--- config.mk ---
export PLATFORM = sky130hd
export DESIGN_NAME = usb_frame_timer
export DESIGN_NICKNAME = d
export VERILOG_FILES = /design/src/rtl/usbft_pkg.sv /design/src/rtl/usbft_regs.sv /design/src/rtl/usbft_sof_timer.sv /design/src/rtl/usbft_frame_ctr.sv /design/src/rtl/usb_frame_timer.sv
export SDC_FILE = /design/constraint.sdc
export NUM_CORES = 1
export LEC_CHECK = 0
export ABC_AREA = 1
export BUFFER_PORTS_ARGS = -buffer_cell sky130_fd_sc_hd__buf_2
export CORE_ASPECT_RATIO = 1.75
export CORE_MARGIN = 8
export CORE_UTILIZATION = 50
export CTS_BUF_LIST = sky130_fd_sc_hd__clkbuf_16
export CTS_CLUSTER_SIZE = 30
export DETAILED_ROUTE_END_ITERATION = 16
export PLACE_DENSITY_LB_ADDON = 0.08
export SLEW_MARGIN = 20
export SYNTH_ARGS = -nofsm -noshare
export SYNTH_HDL_FRONTEND = slang
export SYNTH_SLANG_ARGS = --single-unit
export TNS_END_PERCENT = 5
--- constraint.sdc ---
create_clock -name clk_i -period 2.3 [get_ports clk_i]
set_clock_uncertainty 0.1 [all_clocks]
set_input_delay 0.345 -clock clk_i [delete_from_list [all_inputs] [get_ports clk_i]]
set_output_delay 0.345 -clock clk_i [all_outputs]
set_load 0.1 [all_outputs]
--- src/rtl/usbft_pkg.sv ---
package usbft_pkg;
  typedef enum logic [1:0] {
    REG_CTRL = 2'd0,
    REG_FNUM = 2'd1,
    REG_BASE = 2'd2,
    REG_ADJ  = 2'd3
  } reg_sel_e;
endpackage

--- src/rtl/usbft_regs.sv ---
module usbft_regs import usbft_pkg::*; #(
  parameter int ADJ_W       = 8,
  parameter int ADJ_DEFAULT = 64,
  parameter int FN_W        = 11,
  parameter int BASE_W      = 20
) (
  input  logic              clk_i,
  input  logic              rst_ni,
  input  logic              we_i,
  input  logic [1:0]        addr_i,
  input  logic [31:0]       wdata_i,
  output logic [31:0]       rdata_o,
  input  logic [FN_W-1:0]   frame_num_i,
  output logic              run_o,
  output logic [ADJ_W-1:0]  adj_o,
  output logic [BASE_W-1:0] base_o,
  output logic              fn_load_o,
  output logic [FN_W-1:0]   fn_val_o
);
  localparam int LOW_W = 32 - BASE_W;

  logic unused_wdata;
  assign unused_wdata = ^wdata_i;

  always_ff @(posedge clk_i or negedge rst_ni) begin
    if (!rst_ni) begin
      run_o  <= 1'b0;
      adj_o  <= ADJ_W'(ADJ_DEFAULT);
      base_o <= '0;
    end else if (we_i) begin
      case (reg_sel_e'(addr_i))
        REG_CTRL: run_o  <= wdata_i[0];
        REG_BASE: base_o <= wdata_i[31:LOW_W];
        REG_ADJ:  adj_o  <= wdata_i[ADJ_W-1:0];
        default:  ;
      endcase
    end
  end

  // frame-number preset only honoured while stopped
  assign fn_load_o = we_i && (reg_sel_e'(addr_i) == REG_FNUM) && !run_o;
  assign fn_val_o  = wdata_i[FN_W-1:0];

  always_comb begin
    case (reg_sel_e'(addr_i))
      REG_CTRL: rdata_o = {31'd0, run_o};
      REG_FNUM: rdata_o = {{(32-FN_W){1'b0}}, frame_num_i};
      REG_BASE: rdata_o = {base_o, {LOW_W{1'b0}}};
      default:  rdata_o = {{(32-ADJ_W){1'b0}}, adj_o};
    endcase
  end
endmodule

--- src/rtl/usbft_sof_timer.sv ---
module usbft_sof_timer #(
  parameter int CNT_W       = 16,
  parameter int ADJ_W       = 8,
  parameter int FRAME_BASE  = 11936,
  parameter int ADJ_DEFAULT = 64
) (
  input  logic             clk_i,
  input  logic             rst_ni,
  input  logic             run_i,
  input  logic [ADJ_W-1:0] adj_i,
  output logic             expire_o,
  output logic             sof_o
);
  localparam logic [CNT_W-1:0] RST_CNT = CNT_W'(FRAME_BASE + ADJ_DEFAULT - 1);

  logic [CNT_W-1:0] cnt_q;
  logic [CNT_W-1:0] reload;

  assign reload   = CNT_W'(FRAME_BASE) + {{(CNT_W-ADJ_W){1'b0}}, adj_i} - 1'b1;
  assign expire_o = run_i && (cnt_q == '0);

  always_ff @(posedge clk_i or negedge rst_ni) begin
    if (!rst_ni) begin
      cnt_q <= RST_CNT;
      sof_o <= 1'b0;
    end else begin
      sof_o <= expire_o;
      if (expire_o)   cnt_q <= reload;
      else if (run_i) cnt_q <= cnt_q - 1'b1;
    end
  end
endmodule

--- src/rtl/usbft_frame_ctr.sv ---
module usbft_frame_ctr #(
  parameter int FN_W   = 11,
  parameter int IDX_W  = 10,
  parameter int BASE_W = 20
) (
  input  logic              clk_i,
  input  logic              rst_ni,
  input  logic              expire_i,
  input  logic              load_i,
  input  logic [FN_W-1:0]   load_val_i,
  input  logic [BASE_W-1:0] base_i,
  output logic [FN_W-1:0]   frame_num_o,
  output logic              fetch_req_o,
  output logic [31:0]       fetch_addr_o
);
  always_ff @(posedge clk_i or negedge rst_ni) begin
    if (!rst_ni) begin
      frame_num_o <= '0;
      fetch_req_o <= 1'b0;
    end else begin
      fetch_req_o <= expire_i;
      if (load_i)        frame_num_o <= load_val_i;
      else if (expire_i) frame_num_o <= frame_num_o + 1'b1;
    end
  end

  // pure concatenation: base | index | word alignment
  generate
    if (BASE_W + IDX_W + 2 == 32) begin : g_addr
      assign fetch_addr_o = {base_i, frame_num_o[IDX_W-1:0], 2'b00};
    end else begin : g_addr_pad
      assign fetch_addr_o = 32'({base_i, frame_num_o[IDX_W-1:0], 2'b00});
    end
  endgenerate
endmodule

--- src/rtl/usb_frame_timer.sv ---
module usb_frame_timer #(
  parameter int FRAME_BASE  = 11936,
  parameter int ADJ_W       = 8,
  parameter int ADJ_DEFAULT = 64,
  parameter int CNT_W       = 16
) (
  input  logic        clk_i,
  input  logic        rst_ni,
  input  logic        reg_we_i,
  input  logic [1:0]  reg_addr_i,
  input  logic [31:0] reg_wdata_i,
  output logic [31:0] reg_rdata_o,
  output logic        sof_o,
  output logic [10:0] frame_num_o,
  output logic        fetch_req_o,
  output logic [31:0] fetch_addr_o
);
  localparam int FN_W   = 11;
  localparam int IDX_W  = FN_W - 1;
  localparam int BASE_W = 32 - IDX_W - 2;

  logic              run;
  logic [ADJ_W-1:0]  adj;
  logic [BASE_W-1:0] base;
  logic              fn_load;
  logic [FN_W-1:0]   fn_val;
  logic              expire;

  usbft_regs #(
    .ADJ_W(ADJ_W), .ADJ_DEFAULT(ADJ_DEFAULT), .FN_W(FN_W), .BASE_W(BASE_W)
  ) u_regs (
    .clk_i, .rst_ni,
    .we_i(reg_we_i), .addr_i(reg_addr_i), .wdata_i(reg_wdata_i),
    .rdata_o(reg_rdata_o), .frame_num_i(frame_num_o),
    .run_o(run), .adj_o(adj), .base_o(base),
    .fn_load_o(fn_load), .fn_val_o(fn_val)
  );

  usbft_sof_timer #(
    .CNT_W(CNT_W), .ADJ_W(ADJ_W), .FRAME_BASE(FRAME_BASE), .ADJ_DEFAULT(ADJ_DEFAULT)
  ) u_timer (
    .clk_i, .rst_ni, .run_i(run), .adj_i(adj),
    .expire_o(expire), .sof_o(sof_o)
  );

  usbft_frame_ctr #(
    .FN_W(FN_W), .IDX_W(IDX_W), .BASE_W(BASE_W)
  ) u_fctr (
    .clk_i, .rst_ni, .expire_i(expire), .load_i(fn_load), .load_val_i(fn_val),
    .base_i(base), .frame_num_o(frame_num_o),
    .fetch_req_o(fetch_req_o), .fetch_addr_o(fetch_addr_o)
  );
endmodule

==> impl_metrics.ini, run 1 <==
[status]
status = complete, no violations

[global_route]
grt_pass1_wl_um = 16850
grt_max_degree = 41
antenna_found_initial = 1
grt_pass1_vias = 3671
grt_overflow = 0
grt_usage_pct = 21.00

[place]
pre_cts_ws_ps = 375.4
gp_congestion = 0.8738
placed_area_um2 = 4476
dp_hpwl_um = 7944
port_buffers = 109
placed_cells = 669

[routing]
wl_met3_um = 595
wl_met2_um = 5482
routed_wire_length_per_instance_um = 14.98
vias = 3460
firstDrtPassIters = 7
ant_nets = 0
viasPerCell = 5.036
drc = 0
highest-signal-layer = met4
drt_iter0_drc = 151
wl_um = 10290
drt-met1-wl_um = 3885

[timing]
layout_setup_ws_ps = 302.4
rsz0062_at_grt = false
slew_headroom_pct = 61.91
finalCritPeriodShare_pct = 86.85
hold_slack_ps = 137.6
setup_viol = 0
maxSlewViolCount = 0
worst_pin_slew_ps = 569.8
max_freq_mhz = 500.6
finalSetupTns_ps = 0
finalHoldViolCount = 0
min_period_ps = 1998

[cts]
clock_latency_ps = 330
clock_path_buffers = 2
cts_tree = done
cts_made_buffers = 9
cts_resized = 0
cts.sinks = 57
clk_pin_slew_ps = 50
htree_levels = 3
root_buffer = clkbuf_16

[synthesis]
synth_seq_cells = 57
synthCells = 494
syn_area_um2 = 3521
syn_avg_cell_area_um2 = 7.127
ys_seq_area_share_pct = 40.94
ys_warn_count = 0
synth_cell_type_count = 32

[cells_and_area]
final_cell_area_um2 = 4770
fin_cells = 687
nNetsFinal = 639
syn2layout_area_growth_pct = 35.47
nFillCells = 584
final_common_cell = nand2_1
drive_gt1_share_pct = 32.23
final_cell_mix = 120 x nand2_1, 88 x buf_2, 65 x inv_1
utilization_pct = 69.56

[die]
start_util_pct = 51.35
io_pins = 114
core-area_um2 = 6857
chipWidth_um = 79.44
rows = 40
die_h_um = 127.0
dieArea_um2 = 10090

[flow_run]
maxCapViolCount = 0

[setup_path]
cp-end-kind = primary output
reg2reg_depth = 9
cp-start-kind = register
cp_max_fo = 11
r2r_slack_ps = 450
r2r_end = u_timer.cnt_q[8]
worst_ep_required_time_ps = 1860
crit_arrival_ps = 1550
path_class = reg2out
worstReg2RegStart = u_timer.cnt_q[0]

[worst_hold_path]
holdPathEnd = u_fctr.frame_num_o[8]
whs_path_depth = 3
worstHoldStart = reg_wdata_i[8]
hold_path.class = in2reg

[pwr]
p_total_mw = 6.350
pwr_density_cell_nw_per_um2 = 1331
irDropWorstVdd_v = 0.001393
p_leak_nw = 2.454
critical path, cell delays in order, from the launching register on:
cell and delay (ps):
dfrtp_1 470, buf_4 250, nand3_1 100, o211ai_1 190
buf_12 220
power by group:
part,internal [mW],total (mW),switching (mW)
registers,1.34,1.66,0.317
clock network,0.818,1.27,0.452
logic,0.741,3.42,2.68
total,2.90,6.35,3.45
state kept, by name, indices dropped and copies added, names as in the netlist:
| register | count |
|---|---|
| u_fctr.frame_num_o | 11 |
| u_fctr.fetch_req_o | 1 |
| u_regs.run_o | 1 |
| u_regs.adj_o | 8 |
| u_regs.base_o | 20 |
| u_timer.cnt_q | 16 |
logic make-up after synthesis:
family | after synthesis | synth area share [%]
other | 1 | 0.1065
adder cells (fa/ha/maj) | 5 | 1.777
AND/OR/NAND/NOR | 263 | 32.05
XOR/XNOR | 12 | 2.985
buffers and inverters | 94 | 12.05
flip-flops | 57 | 40.94
AO/OA/AOI/OAI | 62 | 10.09
layout make-up:
cell class | count | area [µm²] | share of cell area, %
Antenna cell | 1 | 2.502 | 0.05247
Timing Repair Buffer | 116 | 928.4 | 19.46
Tap cell | 84 | 105.1 | 2.204
Sequential cell | 57 | 1441 | 30.22
Multi-Input combinational cell | 345 | 1755 | 36.80
Clock buffer | 9 | 225.2 | 4.722
Inverter | 68 | 255.2 | 5.352
Clock inverter | 7 | 56.30 | 1.180
synthesized netlist by cell type (all sizes together):
cell    instances  share of area (%)
o211ai          6                1.6
conb            1               0.11
dfrtp          45                 32
ha              5                1.8
inv            68                7.2
buf            17                3.8
o21ai          16                2.3
nand3          33                5.2
xnor2           3               0.75
clkbuf          9               0.96
xor2            9                2.2
nor3            9                1.4
or2             3               0.53
nor2           88                 10
nand2         125                 14
o22ai           5               0.89
nand4           2               0.36
a21oi          34                5.2
o21bai          1               0.21
dfstp          12                9.0
nand3b          3               0.64
worst max path at each step:
stage                     startpoint             end  slack [ps]  cells past startpoint
6_report                u_regs.run_o  reg_rdata_o[0]         300                      4
5_1_grt                 u_regs.run_o  reg_rdata_o[0]         230                      4
4_1_cts                 u_regs.run_o  reg_rdata_o[0]         290                      4
3_5_place_dp           reg_addr_i[1]  reg_rdata_o[6]         380                      7
3_3_place_gp           reg_addr_i[1]  reg_rdata_o[6]         380                      7
2_1_floorplan  u_fctr.frame_num_o[6]  reg_rdata_o[6]        -200                      2
timing repair:
action / 4_1_cts / 5_1_grt
endpoints found under the hold margin: 22 / 0
buffers inserted: 0 / 0
hold buffers: 1 / 0
layer usage:
metal	up-vias	track usage, %
li1	1730	-
met1	1616	21.51
met2	90	36.40
met3	24	6.250
met4	0	11.86
met5	-	0
Note: power is estimated with default switching activity, not from simulation.
==> inputs of run 2 (changes only) <==
Settings changed: CAP_MARGIN set to 20, PLACE_DENSITY set to 0.79, PLACE_DENSITY_LB_ADDON 0.08 to unset.
==> impl_metrics.ini, run 2 (same netlist as run 1, synthesis figures left out) <==
[cells_and_area]
final_cell_area_um2 = 4726
nFillCells = 536
largest_reg_flops = 20
syn2layout_area_growth_pct = 34.22
nNetsFinal = 639
regMostFlops = u_regs.base_o
drive_gt1_share_pct = 31.73
regArea_um2 = 1441
utilization_pct = 68.92
reg_top3 = u_regs.base_o x20, u_timer.cnt_q x16, u_fctr.frame_num_o x11
multi_input_area_um2 = 1755
final_cell_mix = 120 x nand2_1, 89 x buf_2, 67 x inv_1
final_common_cell = nand2_1

[cts]
root_buffer = clkbuf_16
htree_levels = 3
cts_resized = 0
clock_path_buffers = 2
cts_made_buffers = 9
hold_buffers = 1
clk_pin_slew_ps = 50
post_cts_buffers = 0
cts_tree = done
clock_latency_ps = 330
cts.sinks = 57

[setup_path]
worst_ep_required_time_ps = 1860
cp-start-kind = register
cp-end-kind = primary output
crit_arrival_ps = 1550
slowest_stage = buf_2
critPathTopFamily = buffers and inverters
cp_num_buf_inv = 2
cp_max_fo = 6
path_class = reg2out
critical_path.cell_chain = inv_1, o211ai_1, buf_2
cp_slowest_stage_delay_ps = 460
r2r_slack_ps = 420

[die]
chipWidth_um = 79.44
dieArea_um2 = 10090
die_h_um = 127.0
io_pins = 114
start_util_pct = 51.35
core-area_um2 = 6857
rows = 40

[status]
status = complete, no violations

[worst_hold_path]
hold_path.class = in2reg

[routing]
ant_nets = 0
viasPerCell = 5.191
wl_um = 10380
drt_iter0_drc = 221
routed_wire_length_per_instance_um = 15.11
drc = 0
firstDrtPassIters = 4
vias = 3566

[global_route]
antenna_found_initial = 1
grt_pass1_vias = 3722
grt_overflow = 0
grt_pass1_wl_um = 17010
grt_usage_pct = 21.27
grt_max_degree = 58

[timing]
maxSlewViolCount = 0
finalHoldViolCount = 0
finalSetupTns_ps = 0
worst_pin_slew_ps = 596.8
min_period_ps = 1992
layout_setup_ws_ps = 308.4
finalCritPeriodShare_pct = 86.59
slew_headroom_pct = 60.10
rsz0062_at_grt = false
max_freq_mhz = 502.1
setup_viol = 0

[place]
port_buffers = 109
placed_area_um2 = 4461
gp_congestion = 0.9172
pre_cts_ws_ps = 335.9
dp_hpwl_um = 7821

[pwr]
p_total_mw = 6.186
p_leak_nw = 2.441
irDropWorstVdd_v = 0.001109
pwr_density_cell_nw_per_um2 = 1309

[flow_run]
maxCapViolCount = 0
run 2: cell types whose count changed in the layout (fill, tap and decap cells not counted), sizes merged:
cell,before,now
inv,71,73
bufinv,1,0
clkinv,3,2
run 2: through the flow:
| step | instances | hold WS [ps] |
|---|---|---|
| 3_5_place_dp | 669 | 272.9 |
| 4_1_cts | 686 | 129.7 |
| 6_report | 687 | 135.9 |
| 5_1_grt | 687 | 158.0 |
| 3_3_place_gp | 669 | 267.5 |
| 2_1_floorplan | 496 | -50.59 |
run 2: final timing paths:
kind                                  startpoint               endpoint  cells past startpoint
worst min register to register  u_timer.cnt_q[0]       u_timer.cnt_q[0]                      2
worst max-delay path             u_regs.adj_o[0]         reg_rdata_o[0]                      3
min in group asynchronous                 rst_ni       u_regs.base_o[3]                      3
max in group asynchronous                 rst_ni       u_timer.cnt_q[9]                      3
worst max register to register  u_timer.cnt_q[0]  u_fctr.frame_num_o[0]                      9
worst min-delay path              reg_wdata_i[8]  u_fctr.frame_num_o[8]                      3
run 2: worst reg2reg max path: stages (launching register included):
cell and delay [ps]:
dfstp_2 370, inv_1 110, ha_1 210, nand2_1 80, nor3_2 190, nand3_4 210
nand2_2 230, inv_2 100, nand2_1 70, nand3_1 80
run 2: layer usage:
| metal | track usage [%] | share of wire (%) | routed length [µm] | up-vias |
|---|---|---|---|---|
| li1 | - | - | - | 1736 |
| met1 | 20.59 | 34 | 3552 | 1696 |
| met4 | 13.06 | 3.6 | 371 | 0 |
| met3 | 4.213 | 4.3 | 445 | 28 |
| met2 | 39.20 | 58 | 6012 | 106 |
| met5 | 0 | 0 | 0 | - |
run 2: power breakdown:
group / internal, mW / switching (mW) / total [mW]
Sequential: 1.34 / 0.313 / 1.66
Combinational: 0.731 / 2.67 / 3.41
Clock: 0.699 / 0.425 / 1.12
Total: 2.77 / 3.41 / 6.19
run 2: layout make-up:
type	count	share of cell area, %
Multi-Input combinational cell	345	37.15
Timing Repair Buffer	116	19.33
Inverter	68	5.401
Antenna cell	1	0.05295
Tap cell	84	2.224
Sequential cell	57	30.50
Clock buffer	9	4.766
Clock inverter	7	0.5825
